--- src/rtl/edge_irq_ctrl.sv ---
module edge_irq_ctrl #(
  parameter int PORTS       = 4,
  parameter int SYNC_STAGES = 2
) (
  input  logic               clk,
  input  logic               rst_n,
  input  logic               bus_wr_i,
  input  logic [7:0]         bus_addr_i,
  input  logic [7:0]         bus_wdata_i,
  output logic [7:0]         bus_rdata_o,
  input  logic [PORTS*8-1:0] lines_i,
  output logic               irq_o
);
  localparam int W = PORTS * 8;
  localparam logic [7:0] A_CLR  = 8'h01;
  localparam logic [7:0] A_STAT = 8'h02;
  localparam logic [7:0] A_CTL  = 8'h03;
  localparam logic [7:0] A_RISE = 8'h42;
  localparam logic [7:0] A_FALL = 8'h43;

  logic [W-1:0] sync_q [SYNC_STAGES];
  logic [W-1:0] prev_q, rise_mask, fall_mask;
  logic [4:0]   ctl_q;
  logic         edge_q, ovf_q;

  wire en_edge_irq = ctl_q[0];
  wire en_ovf_irq  = ctl_q[1];
  wire en_master   = ctl_q[2];
  wire en_rise     = ctl_q[3];
  wire en_fall     = ctl_q[4];

  wire [W-1:0] cur  = sync_q[SYNC_STAGES-1];
  wire [W-1:0] rise = cur & ~prev_q & rise_mask & {W{en_rise}};
  wire [W-1:0] fall = ~cur & prev_q & fall_mask & {W{en_fall}};
  wire         hit  = |(rise | fall);

  wire clr_wr  = bus_wr_i && (bus_addr_i == A_CLR);
  wire clr_edg = clr_wr && bus_wdata_i[3];
  wire clr_ovf = clr_wr && bus_wdata_i[2];

  always_ff @(posedge clk or negedge rst_n) begin
    if (!rst_n) begin
      for (int s = 0; s < SYNC_STAGES; s++) sync_q[s] <= '0;
      prev_q <= '0;
    end else begin
      sync_q[0] <= lines_i;
      for (int s = 1; s < SYNC_STAGES; s++) sync_q[s] <= sync_q[s-1];
      prev_q <= cur;
    end
  end

  always_ff @(posedge clk or negedge rst_n) begin
    if (!rst_n) begin
      ctl_q     <= '0;
      rise_mask <= '0;
      fall_mask <= '0;
    end else if (bus_wr_i) begin
      if (bus_addr_i == A_CTL) ctl_q <= bus_wdata_i[4:0];
      for (int p = 0; p < PORTS; p++) begin
        if (bus_addr_i == A_RISE + 8'(p << 4)) rise_mask[p*8 +: 8] <= bus_wdata_i;
        if (bus_addr_i == A_FALL + 8'(p << 4)) fall_mask[p*8 +: 8] <= bus_wdata_i;
      end
    end
  end

  always_ff @(posedge clk or negedge rst_n) begin
    if (!rst_n) begin
      edge_q <= 1'b0;
      ovf_q  <= 1'b0;
    end else begin
      if (hit)          edge_q <= 1'b1;
      else if (clr_edg) edge_q <= 1'b0;
      if (hit && edge_q) ovf_q <= 1'b1;
      else if (clr_ovf)  ovf_q <= 1'b0;
    end
  end

  assign irq_o = en_master & ((edge_q & en_edge_irq) | (ovf_q & en_ovf_irq));

  always_comb begin
    bus_rdata_o = 8'h00;
    if (bus_addr_i == A_STAT) bus_rdata_o = {5'b0, irq_o, ovf_q, edge_q};
    if (bus_addr_i == A_CTL)  bus_rdata_o = {3'b0, ctl_q};
    for (int p = 0; p < PORTS; p++) begin
      if (bus_addr_i == A_RISE + 8'(p << 4)) bus_rdata_o = rise_mask[p*8 +: 8];
      if (bus_addr_i == A_FALL + 8'(p << 4)) bus_rdata_o = fall_mask[p*8 +: 8];
    end
  end


  edge_latch_chk: assert property (@(posedge clk) disable iff (!rst_n)
    hit |=> edge_q);


  no_spurious_edge_chk: assert property (@(posedge clk) disable iff (!rst_n)
    $rose(edge_q) |-> $past(hit));


  ovf_cause_chk: assert property (@(posedge clk) disable iff (!rst_n)
    $rose(ovf_q) |-> $past(edge_q) && $past(hit));


  edge_clear_chk: assert property (@(posedge clk) disable iff (!rst_n)
    (clr_edg && !hit) |=> !edge_q);


  irq_master_chk: assert property (@(posedge clk) disable iff (!rst_n)
    irq_o |-> en_master && (edge_q || ovf_q));
endmodule

--- config.mk ---
export PLATFORM = sky130hd
export DESIGN_NAME = edge_irq_ctrl
export DESIGN_NICKNAME = d
export VERILOG_FILES = /design/src/rtl/edge_irq_ctrl.sv
export SDC_FILE = /design/constraint.sdc
export NUM_CORES = 1
export LEC_CHECK = 0
export BUFFER_PORTS_ARGS = -buffer_cell sky130_fd_sc_hd__buf_2
export CORE_MARGIN = 2
export CORE_UTILIZATION = 50
export CTS_CLUSTER_SIZE = 25
export DETAILED_ROUTE_END_ITERATION = 8
export GPL_ROUTABILITY_DRIVEN = 0
export HOLD_SLACK_MARGIN = 0.05
export PLACE_DENSITY = 0.66
export RECOVER_POWER = 50
export SLEW_MARGIN = 5
export SYNTH_ARGS = -nofsm -noshare
export SYNTH_HDL_FRONTEND = slang
export SYNTH_SLANG_ARGS = --single-unit
--- constraint.sdc ---
create_clock -name clk -period 4.09 [get_ports clk]
set_clock_uncertainty 0.2 [all_clocks]
set_input_delay 0.409 -clock clk [delete_from_list [all_inputs] [get_ports clk]]
set_output_delay 0.409 -clock clk [all_outputs]
set_load 0.005 [all_outputs]
==> impl_metrics.py <==
metrics = {
    "outcome": {
        "status": "finished with violations",
        "failing_checks": "capacitance limit, slew limit",
    },
    "cts": {
        "level_count_of_the_clock_h_tree": 4,
        "cts_tree": "yes",
        "cts_inserted_buffers": 17,
        "clkTransAtPathRegs_ps": 70,
        "cts.root.buffer_cell": "sky130_fd_sc_hd__clkbuf_16",
        "clock_tree.buffer_depth": 2,
        "postCtsSetupRepairBufs": 0,
        "cts.sink_count": 167,
        "insertion_delay_ps": 430,
    },
    "global_route": {
        "global_route.overflow_total": 0,
        "first_global_vias": 4485,
        "grt_antenna_before_repair": 0,
        "grt_max_degree": 98,
        "grt_use_total_pct": 25.5,
        "wire_length_of_the_first_global_routing_pass_um": 25000,
    },
    "worst_setup_path": {
        "cp.arrival_ps": 2500,
        "endpoint_kind": "output pin",
        "crit_path_start_kind": "input pin",
        "setup.worst_path.class": "in2out",
        "required_ps": 3480,
        "critical_path.max_fanout": 11,
    },
    "yosys": {
        "yosysWarnings": 0,
        "yosys.cell_count.top_type": "sky130_fd_sc_hd__dfrtp_1",
        "synth_nets": 547,
        "post_synth_inst_count": 496,
        "synth.top_cells.by_count": "sky130_fd_sc_hd__dfrtp_1 (167), sky130_fd_sc_hd__nand2_1 (65), sky130_fd_sc_hd__mux2_2 (52)",
        "post_synth_num_cell_types": 47,
        "synth-async-reset-ratio_pct": 100,
        "syn-mean-instance-area_um2": 12.9,
        "synth.top_cell.area_share_pct": 65.2,
        "synth_ff_type": "sky130_fd_sc_hd__dfrtp_1",
        "synth-seq-area-share_pct": 65.2,
        "synth_area_um2": 6410,
        "ys_seq_elements": 167,
        "synth_top_area_cell": "sky130_fd_sc_hd__dfrtp_1",
        "synthTopCellsByArea": "sky130_fd_sc_hd__dfrtp_1 (65%), sky130_fd_sc_hd__mux2_2 (9.1%), sky130_fd_sc_hd__nand2_1 (3.8%), sky130_fd_sc_hd__o21ai_0 (3.0%), sky130_fd_sc_hd__nand3b_1 (2.2%)",
        "synth_enable_flop_cells": 0,
    },
    "worst_hold_path": {
        "hold_path_class": "in2reg",
    },
    "routing": {
        "met3_length_um": 1400,
        "initialDrtViolationCount": 607,
        "detailroute.via_count": 4608,
        "detailed_routing_wirelength_on_met1_um": 6850,
        "wl_met2_um": 7340,
        "drt.antenna.violating_nets": 0,
        "detail_route.wirelength_um": 16000,
        "route.detailed.vias_per_inst": 5.86,
        "drt_drc_violations_left": 0,
        "firstDrtPassIters": 6,
        "detail_route.wl_per_cell_um": 20.4,
        "topRoutingLayerUsed": "met4",
    },
    "die": {
        "dieArea_um2": 13700,
        "floorplan.die.width_um": 117,
        "design.portCount": 60,
        "dieHeight_um": 117,
        "core_region_area_um2": 12600,
        "start_util_pct": 51.0,
        "rows": 41,
    },
    "sta": {
        "timing.setup.tns_ps": 0,
        "final-hold-violation-count": 0,
        "achievable-frequency_mhz": 322,
        "drv_slew": 98,
        "timing.final.crit_share_pct": 75.9,
        "layout_setup_ws_ps": 984,
        "setup-violations-final": 0,
        "min_period_ps": 3110,
        "worst-slew-pin-transition_ps": 2320,
        "unrepaired_setup_endpoints_after_global_routing": "false",
        "relSlewSlack_pct": -55.0,
    },
    "final_layout": {
        "share_of_post_route_cells_with_drive_strength_above_1_pct": 26.5,
        "fin_nets": 653,
        "flow.area_growth_from_synthesis_pct": 22.6,
        "antenna-diode-count": 0,
        "finish.utilization_pct": 62.5,
        "fillCellCount": 994,
    },
    "place": {
        "dp_worst_setup_slack_ps": 1040,
        "hpwl_um": 11000,
        "numPortBuffers": 59,
    },
    "power": {
        "ir_worst_vdd_uv": 486,
        "total_leakage_power_nw": 3.64,
        "pwr_density_cell_nw_per_um2": 470,
        "finalPower_mw": 3.69,
    },
    "job": {
        "max-cap-violations": 1,
    },
}
[worst max-delay path, cell delays in order]
cell,delay (ps)
sky130_fd_sc_hd__buf_2,140
sky130_fd_sc_hd__nand3b_1,350
sky130_fd_sc_hd__nor2_1,730
sky130_fd_sc_hd__a221oi_1,200
sky130_fd_sc_hd__a21oi_1,160
sky130_fd_sc_hd__a31oi_1,50
sky130_fd_sc_hd__o21ai_0,270
sky130_fd_sc_hd__buf_2,180
[stage by stage]
stage,instance area (um2),hold WS [ps],cells
6_report,7860,128,787
5_1_grt,7860,132,787
4_1_cts,7860,109,787
3_5_place_dp,6900,135,722
3_3_place_gp,6900,132,722
2_1_floorplan,6410,-86.6,496
[flip-flops by register name, indices dropped and copies added, names as in the netlist]
name,count
ctl_q,5
rise_mask,32
cur,32
ovf_q,1
edge_q,1
prev_q,32
sync_q,32
fall_mask,32
[cell usage in the layout (no fill, tap or decap), types with 3 or more instances in the layout]
master                          instances
sky130_fd_sc_hd__a21o_1                 3
sky130_fd_sc_hd__a21oi_1               11
sky130_fd_sc_hd__a221oi_1               5
sky130_fd_sc_hd__a222oi_1               3
sky130_fd_sc_hd__a22oi_1                6
sky130_fd_sc_hd__a31oi_1                7
sky130_fd_sc_hd__and3b_1                6
sky130_fd_sc_hd__buf_2                 58
sky130_fd_sc_hd__buf_4                  4
sky130_fd_sc_hd__bufinv_16              3
sky130_fd_sc_hd__clkbuf_16             17
sky130_fd_sc_hd__dfrtp_1              167
sky130_fd_sc_hd__dlygate4sd3_1         33
sky130_fd_sc_hd__inv_1                 13
sky130_fd_sc_hd__inv_6                  5
sky130_fd_sc_hd__mux2_2                52
sky130_fd_sc_hd__mux2i_1                6
sky130_fd_sc_hd__nand2_1               65
sky130_fd_sc_hd__nand2_2                7
sky130_fd_sc_hd__nand3_1                7
sky130_fd_sc_hd__nand3b_1              19
sky130_fd_sc_hd__nand4_1                4
sky130_fd_sc_hd__nor2_1                12
sky130_fd_sc_hd__nor3_1                 3
sky130_fd_sc_hd__nor4_1                 3
sky130_fd_sc_hd__o211ai_1               7
sky130_fd_sc_hd__o21ai_0               39
sky130_fd_sc_hd__o221ai_1               3
sky130_fd_sc_hd__o22ai_1               14
[path summary, 6_finish.rpt]
kind,endpoint,slack [ps],from,cells past startpoint
worst max-delay path,bus_rdata_o[7],980,bus_addr_i[7],8
max in group asynchronous,fall_mask[28],1290,rst_n,3
worst min-delay path,rise_mask[6],130,bus_wdata_i[6],2
min in group asynchronous,prev_q[4],1020,rst_n,2
worst max register to register,ovf_q,1750,fall_mask[3],6
worst min register to register,cur[31],150,sync_q[63],0
[kinds of logic (layout without fill, tap and decap cells)]
kind of cell	count (synthesis)	in the layout	share of synthesized area, %
AOI/OAI and AO/OA	107	107	10.6
buffers and inverters	23	142	1.72
DFF	167	167	65.2
muxes	58	58	10.1
and+or+nand+nor	141	141	12.3
[where the power goes]
| group | leakage (nW) | switching [mW] | internal (mW) |
|---|---|---|---|
| logic | 1.24 | 0.118 | 0.0913 |
| clock network | 0.310 | 0.678 | 1.01 |
| registers | 2.09 | 0.0611 | 1.73 |
[routing by layer]
layer	up-vias	global-route usage [%]
met1	2320	36.0
met5	-	0
li1	2014	-
met3	38	5.97
met2	236	37.9
met4	0	11.6
[area by class of cell]
| type | instances | area [um2] | share of cell area [%] |
|---|---|---|---|
| multi-input combinational | 306 | 2120 | 27.0 |
| inverter | 14 | 52.6 | 0.669 |
| clock inverter | 13 | 183 | 2.33 |
| tap | 172 | 215 | 2.74 |
| clock buffer | 19 | 453 | 5.77 |
| timing repair buffer | 96 | 656 | 8.35 |
| sequential | 167 | 4180 | 53.2 |
[repair_timing]
action,CTS,global route
gates resized for setup,0,0
endpoints found under the hold margin,126,0
hold buffers,33,0
(Power assumes the default switching activity.)
